[src/rtl/fpm_pkg.sv]
package fpm_pkg;

  // Control state of the top-level sequencer.
  typedef enum logic {
    ST_IDLE = 1'b0,
    ST_BUSY = 1'b1
  } fpm_state_e;

endpackage

[src/rtl/fpm_unpack.sv]
// Splits a packed operand and restores the implicit leading one.
module fpm_unpack #(
  parameter int EXP_W  = 8,
  parameter int FRAC_W = 23
) (
  input  logic [EXP_W+FRAC_W:0] word,
  output logic                  sgn,
  output logic [EXP_W-1:0]      bexp,
  output logic [FRAC_W:0]       sig,
  output logic                  is_zero
);

  always_comb begin
    sgn     = word[EXP_W+FRAC_W];
    bexp    = word[FRAC_W +: EXP_W];
    is_zero = (bexp == '0);
    sig     = {1'b1, word[FRAC_W-1:0]};
  end

endmodule

[src/rtl/fpm_sig_mult.sv]
// Significand product: shift-add engine (ARRAY == 0) or single-cycle array (ARRAY != 0).
module fpm_sig_mult #(
  parameter int SIG_W = 24,
  parameter bit ARRAY = 1'b0,
  localparam int PROD_W = 2 * SIG_W
) (
  input  logic              clk,
  input  logic              rst_n,
  input  logic              load,
  input  logic [SIG_W-1:0]  a,
  input  logic [SIG_W-1:0]  b,
  output logic [PROD_W-1:0] prod,
  output logic              valid
);

  generate
    if (ARRAY) begin : g_array
      logic [PROD_W-1:0] prod_q, prod_d;
      logic              vld_q;

      always_comb begin
        prod_d = prod_q;
        if (load) prod_d = {{SIG_W{1'b0}}, a} * {{SIG_W{1'b0}}, b};
      end

      always_ff @(posedge clk or negedge rst_n) begin
        if (!rst_n) begin
          prod_q <= '0;
          vld_q  <= 1'b0;
        end else begin
          prod_q <= prod_d;
          vld_q  <= load;
        end
      end

      assign prod  = prod_q;
      assign valid = vld_q;
    end else begin : g_shift_add
      localparam int CNT_W = $clog2(SIG_W + 1);

      logic [PROD_W-1:0] acc_q, acc_d, mcand_q, mcand_d;
      logic [SIG_W-1:0]  mplr_q, mplr_d;
      logic [CNT_W-1:0]  cnt_q, cnt_d;
      logic              run_q, run_d, vld_q, vld_d;

      always_comb begin
        acc_d   = acc_q;
        mcand_d = mcand_q;
        mplr_d  = mplr_q;
        cnt_d   = cnt_q;
        run_d   = run_q;
        vld_d   = 1'b0;
        if (load) begin
          acc_d   = '0;
          mcand_d = {{SIG_W{1'b0}}, a};
          mplr_d  = b;
          cnt_d   = CNT_W'(SIG_W);
          run_d   = 1'b1;
        end else if (run_q) begin
          acc_d   = acc_q + (mplr_q[0] ? mcand_q : '0);
          mcand_d = mcand_q << 1;
          mplr_d  = mplr_q >> 1;
          cnt_d   = cnt_q - CNT_W'(1);
          run_d   = (cnt_q != CNT_W'(1));
          vld_d   = (cnt_q == CNT_W'(1));
        end
      end

      always_ff @(posedge clk or negedge rst_n) begin
        if (!rst_n) begin
          acc_q   <= '0;
          mcand_q <= '0;
          mplr_q  <= '0;
          cnt_q   <= '0;
          run_q   <= 1'b0;
          vld_q   <= 1'b0;
        end else begin
          acc_q   <= acc_d;
          mcand_q <= mcand_d;
          mplr_q  <= mplr_d;
          cnt_q   <= cnt_d;
          run_q   <= run_d;
          vld_q   <= vld_d;
        end
      end

      // The engine never reports a product while it is still stepping.
      AST_MUL_VALID_AFTER_RUN: assert property (@(posedge clk) disable iff (!rst_n)
        vld_q |-> !run_q) else $error("valid with engine running");

      assign prod  = acc_q;
      assign valid = vld_q;
    end
  endgenerate

endmodule

[src/rtl/fpm_round.sv]
// Normalize (single right shift at most), round to nearest even, range check, pack.
module fpm_round #(
  parameter int EXP_W  = 8,
  parameter int FRAC_W = 23,
  localparam int SIG_W  = FRAC_W + 1,
  localparam int PROD_W = 2 * SIG_W,
  localparam int XW     = EXP_W + 2
) (
  input  logic [PROD_W-1:0]    prod,
  input  logic signed [XW-1:0] exp_sum,
  input  logic                 sgn,
  input  logic                 zero,
  output logic [EXP_W+FRAC_W:0] word,
  output logic                 ovf,
  output logic                 unf
);

  localparam logic signed [XW-1:0] EXP_TOP = XW'(2 ** EXP_W - 2);
  localparam logic signed [XW-1:0] EXP_LOW = XW'(1);

  logic                 norm, guard, sticky, rnd_up;
  logic [SIG_W-1:0]     mant;
  logic [SIG_W:0]       mant_r;
  logic signed [XW-1:0] exp_n, exp_f;
  logic [FRAC_W-1:0]    frac;

  always_comb begin
    norm = prod[PROD_W-1];
    if (norm) begin
      mant   = prod[PROD_W-1 -: SIG_W];
      guard  = prod[FRAC_W];
      sticky = |prod[FRAC_W-1:0];
    end else begin
      mant   = prod[PROD_W-2 -: SIG_W];
      guard  = prod[FRAC_W-1];
      sticky = |prod[FRAC_W-2:0];
    end
    exp_n  = exp_sum + $signed({{(XW-1){1'b0}}, norm});
    rnd_up = guard & (sticky | mant[0]);
    mant_r = {1'b0, mant} + (SIG_W+1)'(rnd_up);
    if (mant_r[SIG_W]) begin
      frac  = mant_r[FRAC_W:1];
      exp_f = exp_n + EXP_LOW;
    end else begin
      frac  = mant_r[FRAC_W-1:0];
      exp_f = exp_n;
    end

    ovf = !zero && (exp_f > EXP_TOP);
    unf = !zero && (exp_f < EXP_LOW);

    if (zero || unf) begin
      word = {sgn, {(EXP_W+FRAC_W){1'b0}}};
    end else if (ovf) begin
      word = {sgn, {EXP_W{1'b1}}, {FRAC_W{1'b0}}};
    end else begin
      word = {sgn, exp_f[EXP_W-1:0], frac};
    end
  end

endmodule

[src/rtl/fp_mul_norm.sv]
module fp_mul_norm
  import fpm_pkg::*;
#(
  parameter int EXP_W     = 8,
  parameter int FRAC_W    = 23,
  parameter bit ARRAY_MUL = 1'b0
) (
  input  logic                  clk,
  input  logic                  rst_n,
  input  logic                  start,
  input  logic [EXP_W+FRAC_W:0] op_a,
  input  logic [EXP_W+FRAC_W:0] op_b,
  output logic [EXP_W+FRAC_W:0] result,
  output logic                  overflow,
  output logic                  underflow,
  output logic                  done
);

  localparam int SIG_W  = FRAC_W + 1;
  localparam int PROD_W = 2 * SIG_W;
  localparam int XW     = EXP_W + 2;
  localparam int WORD_W = EXP_W + FRAC_W + 1;
  localparam logic signed [XW-1:0] BIAS = XW'(2 ** (EXP_W - 1) - 1);

  // Reset: asserted asynchronously, released on a clock edge.
  logic rst_meta, rst_sync;
  always_ff @(posedge clk or negedge rst_n) begin
    if (!rst_n) begin
      rst_meta <= 1'b0;
      rst_sync <= 1'b0;
    end else begin
      rst_meta <= 1'b1;
      rst_sync <= rst_meta;
    end
  end

  logic              sa, sb, za, zb;
  logic [EXP_W-1:0]  ea, eb;
  logic [SIG_W-1:0]  ma, mb;

  fpm_unpack #(.EXP_W(EXP_W), .FRAC_W(FRAC_W)) u_unp_a (
    .word(op_a), .sgn(sa), .bexp(ea), .sig(ma), .is_zero(za));
  fpm_unpack #(.EXP_W(EXP_W), .FRAC_W(FRAC_W)) u_unp_b (
    .word(op_b), .sgn(sb), .bexp(eb), .sig(mb), .is_zero(zb));

  fpm_state_e           state_q, state_d;
  logic                 accept;
  logic                 sign_q, sign_d, zero_q, zero_d;
  logic signed [XW-1:0] exp_q, exp_d;
  logic [PROD_W-1:0]    mul_prod;
  logic                 mul_valid;
  logic [WORD_W-1:0]    rnd_word, res_q, res_d;
  logic                 rnd_ovf, rnd_unf, ovf_q, ovf_d, unf_q, unf_d;

  assign accept = start && (state_q == ST_IDLE);

  fpm_sig_mult #(.SIG_W(SIG_W), .ARRAY(ARRAY_MUL)) u_mult (
    .clk(clk), .rst_n(rst_sync), .load(accept), .a(ma), .b(mb),
    .prod(mul_prod), .valid(mul_valid));

  fpm_round #(.EXP_W(EXP_W), .FRAC_W(FRAC_W)) u_round (
    .prod(mul_prod), .exp_sum(exp_q), .sgn(sign_q), .zero(zero_q),
    .word(rnd_word), .ovf(rnd_ovf), .unf(rnd_unf));

  // Next state.
  always_comb begin
    state_d = state_q;
    sign_d  = sign_q;
    zero_d  = zero_q;
    exp_d   = exp_q;
    res_d   = res_q;
    ovf_d   = ovf_q;
    unf_d   = unf_q;
    if (accept) begin
      state_d = ST_BUSY;
      sign_d  = sa ^ sb;
      zero_d  = za | zb;
      exp_d   = $signed({2'b00, ea}) + $signed({2'b00, eb}) - BIAS;
    end else if (mul_valid) begin
      state_d = ST_IDLE;
    end
    if (mul_valid) begin
      res_d = rnd_word;
      ovf_d = rnd_ovf;
      unf_d = rnd_unf;
    end
  end

  // Registers.
  always_ff @(posedge clk or negedge rst_sync) begin
    if (!rst_sync) begin
      state_q <= ST_IDLE;
      sign_q  <= 1'b0;
      zero_q  <= 1'b0;
      exp_q   <= '0;
      res_q   <= '0;
      ovf_q   <= 1'b0;
      unf_q   <= 1'b0;
      done    <= 1'b0;
    end else begin
      state_q <= state_d;
      sign_q  <= sign_d;
      zero_q  <= zero_d;
      exp_q   <= exp_d;
      res_q   <= res_d;
      ovf_q   <= ovf_d;
      unf_q   <= unf_d;
      done    <= mul_valid;
    end
  end

  assign result    = res_q;
  assign overflow  = ovf_q;
  assign underflow = unf_q;

  AST_DONE_SINGLE: assert property (@(posedge clk) disable iff (!rst_sync)
    done |=> !done) else $error("done held two cycles");

  AST_PROD_RANGE: assert property (@(posedge clk) disable iff (!rst_sync)
    mul_valid |-> (mul_prod[PROD_W-1 -: 2] != 2'b00)) else $error("product below 1.0");

  AST_ZERO_NO_FLAG: assert property (@(posedge clk) disable iff (!rst_sync)
    (done && zero_q) |-> (!overflow && !underflow && result[WORD_W-2:0] == '0))
    else $error("zero operand mishandled");

  AST_NO_OVERFLOW: assert property (@(posedge clk) disable iff (!rst_sync)
    (done && overflow) |-> (!underflow && result[FRAC_W +: EXP_W] == '1 && result[FRAC_W-1:0] == '0))
    else $error("overflow pattern wrong");

  AST_UNDERFLOW_ZERO: assert property (@(posedge clk) disable iff (!rst_sync)
    (done && underflow) |-> (result[WORD_W-2:0] == '0)) else $error("underflow not zero");

  AST_EXP_LEGAL: assert property (@(posedge clk) disable iff (!rst_sync)
    (done && !overflow && !underflow && !zero_q) |->
      (result[FRAC_W +: EXP_W] != '0 && result[FRAC_W +: EXP_W] != '1))
    else $error("reserved exponent on normal result");

  AST_OUT_HOLD: assert property (@(posedge clk) disable iff (!rst_sync)
    !$stable(result) |-> done) else $error("result moved without done");

  AST_BUSY_IGNORE: assert property (@(posedge clk) disable iff (!rst_sync)
    (state_q == ST_BUSY && !mul_valid) |=> (state_q == ST_BUSY && $stable(exp_q) && $stable(sign_q)))
    else $error("request accepted while busy");

endmodule

[config.mk]
export PLATFORM = sky130hd
export DESIGN_NAME = fp_mul_norm
export DESIGN_NICKNAME = d
export VERILOG_FILES = /design/src/rtl/fpm_pkg.sv /design/src/rtl/fpm_unpack.sv /design/src/rtl/fpm_sig_mult.sv /design/src/rtl/fpm_round.sv /design/src/rtl/fp_mul_norm.sv
export SDC_FILE = /design/constraint.sdc
export NUM_CORES = 1
export LEC_CHECK = 0
export ABC_CLOCK_PERIOD_IN_PS = 10600
export BUFFER_PORTS_ARGS = -buffer_cell sky130_fd_sc_hd__buf_2
export CAP_MARGIN = 40
export CELL_PAD_IN_SITES_DETAIL_PLACEMENT = 1
export CELL_PAD_IN_SITES_GLOBAL_PLACEMENT = 2
export CORE_UTILIZATION = 41
export DETAILED_ROUTE_END_ITERATION = 10
export PLACE_DENSITY_LB_ADDON = 0.2
export SLEW_MARGIN = 20
export SYNTH_ARGS = -nofsm -noshare
export SYNTH_HDL_FRONTEND = slang
export SYNTH_SLANG_ARGS = --single-unit
[constraint.sdc]
create_clock -name clk -period 10.6 [get_ports clk]
set_input_delay 0.53 -clock clk [delete_from_list [all_inputs] [get_ports clk]]
set_output_delay 0.53 -clock clk [all_outputs]
set_load 0.005 [all_outputs]
# Yosys cells after proc, flatten, opt, wreduce, memory -nomap -nowiden

Index checks and enable logic that the tools add are counted.
Widths: inputs -> output; s select.

Flip-flop bits (word level): 177
Latch bits: 0
Bits in writable memories: 0
Memory bits (read-only): 0
Bits of input ports: 67
Output and inout port bits: 35
Logic and storage cells: 65
Memories kept: 0

$add $sub $neg: 7
Multiply operators: 0
Divide/modulo/power cells: 0
Order comparisons: 2
Equality and inequality tests: 2
Shift operators: 0
Multiplexer cells: 22
Bitwise operators: 5
Reductions and logical operators: 11

Operators with widths:

| operator              | number |
|---|---|
| $mux 48               | 5 |
| $mux 24               | 3 |
| $mux 31               | 2 |
| $add 48x48->48        | 1 |
| $add 24x1->25         | 1 |
| $mux 23               | 1 |
| $reduce_or 23->1      | 1 |
| $reduce_or 22->1      | 1 |
| $logic_not 8->1       | 2 |
| $add 10x2->10         | 1 |
| $add 10x2->10 const B | 1 |
| $gt 10x9->1 const B   | 1 |
| $lt 10x2->1 const B   | 1 |
| $mux 10               | 1 |
| $mux 5                | 2 |
| $sub 9x7->10 const B  | 1 |
| $add 8x8->9           | 1 |
| $mux 1                | 8 |
| $eq 5x1->1 const B    | 1 |
| $ne 5x1->1 const B    | 1 |
| $sub 5x1->5 const B   | 1 |
| $reduce_bool 2->1     | 2 |
| $logic_and 1x1->1     | 3 |
| $or 1x1->1            | 2 |
| other kinds (5)       | 5 |

# Longest topological paths before layout

Word-level depth: 10
Mapped depth: 20

# Hierarchy

From an unflattened synthesis, not the netlist that was laid out.

Cells, all modules: 1518
Area total of the unflattened synthesis: 13406.6 µm²

Modules (own cells, without submodules):

| module       | times used | cells an instance | area an instance (µm²) | sequential area each (µm²) |
|---|---|---|---|---|
| fpm_sig_mult | 1          | 925               | 8330.5                 | 3178.0 |
| fp_mul_norm  | 1          | 180               | 2272.2                 | 1251.2 |
| fpm_round    | 1          | 339               | 2263.4                 | 0.0 |
| fpm_unpack   | 2          | 37                | 270.3                  | 0.0 |

# Least setup slack after synthesis

OpenSTA, ideal clock, no wires.

Path kind: register to register
Start point: register u_mult.g_shift_add.acc_q[47] (netlist: u_mult.prod[47])
End point: register res_q[11] (netlist: result[11])
Arrival time: 4531 ps
Required time: 10462 ps
Slack: 5930 ps
Stages on the path, launching flop included: 21
Buffers on the path: 6
Clock period less this slack: 4670 ps
Path through: dfrtp_1 -> buf_6 -> buf_2 -> buf_1 -> buf_1 -> clkbuf_1 -> nand2_1 -> a21oi_1 -> ha_1 -> nand2_1 -> a2111o_1 -> nor4_4 -> nand3_2 -> or4_4 -> nand3b_1 -> a211oi_2 -> nand3b_4 -> nand2b_4 -> nand2b_4 -> buf_12 -> o22ai_2

Word-level cells in the longest chain between the ends: 9
Elaborated cells on any way between the ends: 17
Classes of those cells: 3 x add/sub; 2 x order compare; 7 x mux; 2 x bitwise; 3 x reduce/logical

RTL lines:

| element                                               | RTL line           | text |
|---|---|---|
| from (decl)                                           | fpm_sig_mult.sv:41 | `logic [PROD_W-1:0] acc_q, acc_d, mcand_q, mcand_d;` |
| from (signal assigned)                                | fpm_sig_mult.sv:71 | `acc_q <= '0;` |
| from (signal assigned)                                | fpm_sig_mult.sv:78 | `acc_q <= acc_d;` |
| branches (longest 8 deep; another with $add 10x2->10) | -                  |  |
| $mux 31 (*)                                           | fpm_round.sv:52    | `if (zero \|\| unf) begin` |
| to (signal assigned)                                  | fp_mul_norm.sv:105 | `res_q <= res_d;` |
| to (decl)                                             | fp_mul_norm.sv:52  | `logic [WORD_W-1:0] rnd_word, res_q, res_d;` |

Mark *: on every way between the ends.
A chain may end at the register's enable or synchronous reset.

# Final worst setup path

Start point: register u_mult.g_shift_add.mplr_q[0]
End point: register u_mult.g_shift_add.acc_q[44] (netlist: u_mult.prod[44])

Word-level cells in the longest chain between the ends: 4

RTL lines:

| element                | RTL line           | text |
|---|---|---|
| from (decl)            | fpm_sig_mult.sv:42 | `logic [SIG_W-1:0] mplr_q, mplr_d;` |
| from (signal assigned) | fpm_sig_mult.sv:80 | `mplr_q <= mplr_d;` |
| $mux 48                | fpm_sig_mult.sv:60 | `acc_d = acc_q + (mplr_q[0] ? mcand_q : '0);` |
| $add 48x48->48         | fpm_sig_mult.sv:60 |  |
| $mux 48                | fpm_sig_mult.sv:59 | `end else if (run_q) begin` |
| $mux 48                | fpm_sig_mult.sv:53 | `if (load) begin` |

Every way passes these cells. The select of a mux whose other input is x is not followed.

==> out/metrics.yaml <==
status: "completed"
placed_cell_area_sq_um: 13050
drv_slew: 0
final_area_sq_um: 13800
setup_viol: 0
endpoint_kind: "flop"
hold_class: "in2reg"
syn_inst: 1375
clock.fmax_mhz: 217.7
synth-edff-count: 0
fp.dieArea_sq_um: 30580
total_power_mw: 3.821
grt_pass1_wl_um: 51510
core_sq_um: 29010
cp.arrival_ps: 4950
setup_slack_ps: 6006
power_leakage_nw: 6.921
port_buffers: 101
routedWlPerCell_um: 16.30
die_w_um: 174.9
io_pins: 102
synth.avg_cell_area_sq_um: 8.910
fin_util: 0.4756
clock_sinks: 177
max_slew_margin: 0.5162
grt_usage: 0.2041
required_ps: 10960
fin_tns_setup_ps: 0
ctsHoldBuffers: 1
antenna_found_initial: 0
cpMostUsedCell: "o21ai_0"
pwr-share-clk: 0.181
seq_area_frac_synth: 0.3615
crit_type: "reg2reg"
p_comb_frac: 0.476
clk_pin_slew_ps: 90
slowest_stage: "dfrtp_1"
drive_above_1_share: 0.1326
synthArstFlopShare: 1.000
synth_area_sq_um: 12250
gr-total-overflow: 0
crit_chain: "and2_1 > ha_1 > fa_1 > a21o_1 > a221oi_1 > o21ai_0 > and4b_1 > or2_2 > a21boi_1 > o21ai_0 > a41oi_1 > o21ai_0 > and3_1 > nor3_1"
vias: 9847
crit_fanout: 24
worstSkewPairLatency_ps: 450
hold_viol: 0
cts_resized: 0
p_sw_mw: 1.681
cts_root_buffer: "clkbuf_16"
crit_buf_inv: 0
viasPerCell: 5.372
synthFlopType: "dfrtp_1"
startpoint_type: "flop"
first_global_vias: 10130
internal_power_mw: 2.141
gp_congestion: 0.8241
h-tree-depth: 4
drt-initial-drc-count: 450
numCtsBuffers: 17
p_per_area_nw_per_um2: 276.9
period_share: 0.4334
slowest_delay_ps: 620
drcViolationCount: 0
synth-seq-cells: 177
die_h_um: 174.9
place_hpwl_um: 22110
ir_drop_v: 0.00009961
drtPass1Iterations: 4
skew_ps: 16.34
ant_nets: 0
wl_um: 29870
dp_worst_setup_slack_ps: 5994
grt_start_max_net_pins: 98
synthesis.nets: 1512
cap_violations: 0
syn_to_final_growth_pct: 12.63
cp_top_family: "compound AO/OA/AOI/OAI gates"
num_rows: 62
grt_setup_unrepaired: "false"
yosysUniqueCellTypes: 76
nets: 1572
p_seq_frac: 0.343
period_minus_slack_ps: 4594
yosys_warnings: 0
post_cts_buffers: 0
worstMarginPinSlew_ps: 719.1
cts_buffer_depth: 2
swShare: 0.4398
cts_tree: "built"
initial_utilization: 0.4223
-- synthesized netlist by cell type (11+ instances only) --
master | number | area share
buf_1 | 11 | 0.0034
nor4_1 | 13 | 0.0066
nor2b_1 | 16 | 0.0082
and2_1 | 57 | 0.029
a21oi_1 | 73 | 0.030
a31oi_1 | 12 | 0.0061
o21bai_1 | 16 | 0.0098
nor3_1 | 17 | 0.0069
o21ai_0 | 96 | 0.039
nand4_1 | 17 | 0.0087
and3_1 | 16 | 0.0082
a21o_1 | 32 | 0.020
o22ai_1 | 22 | 0.011
nand3_1 | 29 | 0.012
dfrtp_1 | 177 | 0.36
nor2_1 | 125 | 0.038
mux2i_1 | 114 | 0.093
ha_1 | 68 | 0.069
nand2_1 | 122 | 0.037
clkbuf_1 | 60 | 0.018
mux2_2 | 12 | 0.011
xor2_1 | 39 | 0.028
inv_1 | 61 | 0.019
xnor2_1 | 54 | 0.039
-- power by group through the flow --
stage	combinational, mW	sequential [mW]	clock (mW)
3_3_place_gp	1.76	1.33	0
5_1_grt	2.07	1.37	0.740
2_1_floorplan	1.45	1.19	0
6_report	1.82	1.31	0.692
3_5_place_dp	1.82	1.33	0
4_1_cts	1.84	1.32	0.713
-- worst register-to-register path: stages, from the launching register on --
cell and delay [ps]:
dfrtp_1 620, and2_1 260, ha_1 200, fa_1 410, a21o_1 190, a221oi_1 450
o21ai_0 260, and4b_1 260, or2_2 320, a21boi_1 290, o21ai_0 190, a41oi_1 440
o21ai_0 200, and3_1 210, nor3_1 190
-- logic make-up (layout without fill, tap and decap cells) --
kind of cell / after synthesis / after routing / share of synthesized area
and+or+nand+nor: 461 / 461 / 0.1905
AOI/OAI and AO/OA: 310 / 310 / 0.1596
DFF: 177 / 177 / 0.3615
buffers and inverters: 136 / 209 / 0.04381
muxes: 127 / 127 / 0.1051
xor gates and xnor gates: 93 / 93 / 0.06648
adders and majority gates: 70 / 70 / 0.07271
other: 1 / 2 / 0.0003061
-- layout by cell type (no fill, tap or decap), types with 22 or more instances in the layout --
cell type	synthesis	layout
a21o_1	32	32
inv_1	61	61
nand3_1	29	29
ha_1	68	68
buf_2	2	101
o22ai_1	22	22
and2_1	57	57
nand2_1	122	122
nor2_1	125	125
mux2i_1	114	114
a21oi_1	73	73
xnor2_1	54	54
xor2_1	39	39
o21ai_0	96	96
dfrtp_1	177	174
-- worst paths after layout --
path | startpoint | end | slack (ps) | cells past startpoint
min in group asynchronous | rst_sync$_DFF_PN0_ | u_mult.g_shift_add.mcand_q[19]$_DFFE_PN0P_ | 370 | 0
max | u_mult.g_shift_add.mplr_q[0]$_DFFE_PN0P_ | u_mult.prod[44]$_DFFE_PN0P_ | 6010 | 14
max in group asynchronous | rst_sync$_DFF_PN0_ | result[17]$_DFFE_PN0P_ | 9240 | 2
min | op_b[8] | u_mult.g_shift_add.mplr_q[8]$_DFFE_PN0P_ | 270 | 3
min reg2reg | rst_meta$_DFF_PN0_ | rst_sync$_DFF_PN0_ | 360 | 0
max reg2reg | u_mult.g_shift_add.mplr_q[0]$_DFFE_PN0P_ | u_mult.prod[44]$_DFFE_PN0P_ | 6010 | 14
-- metal layers --
layer | part of all wire | vias up | track usage
met3 | 0.019 | 24 | 0.02198
met4 | 0.012 | 0 | 0.05000
met2 | 0.46 | 120 | 0.3363
met1 | 0.51 | 4733 | 0.2857
met5 | 0 | - | 0
li1 | - | 4970 | -
-- through the flow --
step,hold WS [ps],cells
after global routing,262.6,1832
after global placement,316.5,1794
after detailed placement,318.1,1796
after floorplan,234.4,1375
final,269.1,1833
after CTS,257.1,1829
-- area by class of cell --
type	count	area, sq um
Antenna cell	1	2.502
Clock buffer	17	425.4
Clock inverter	15	225.2
Fill cell	3436	15210
Inverter	61	229.0
Multi-Input combinational cell	1062	7293
Sequential cell	177	4438
Tap cell	384	480.5
Timing Repair Buffer	116	705.7
-- registers in the layout, summed over array words and instances, names as in the netlist --
| name | count |
|---|---|
| u_mult.g_shift_add.mcand_q | 48 |
| u_mult.valid | 1 |
| result | 32 |
| zero_q | 1 |
| underflow | 1 |
| sign_q | 1 |
| u_mult.g_shift_add.run_q | 1 |
| exp_q | 10 |
| overflow | 1 |
| rst_meta | 1 |
| state_q | 1 |
| rst_sync | 1 |
| u_mult.g_shift_add.mplr_q | 24 |
| u_mult.prod | 48 |
| done | 1 |
| u_mult.g_shift_add.cnt_q | 5 |
Power figures use the tool's default switching activity.
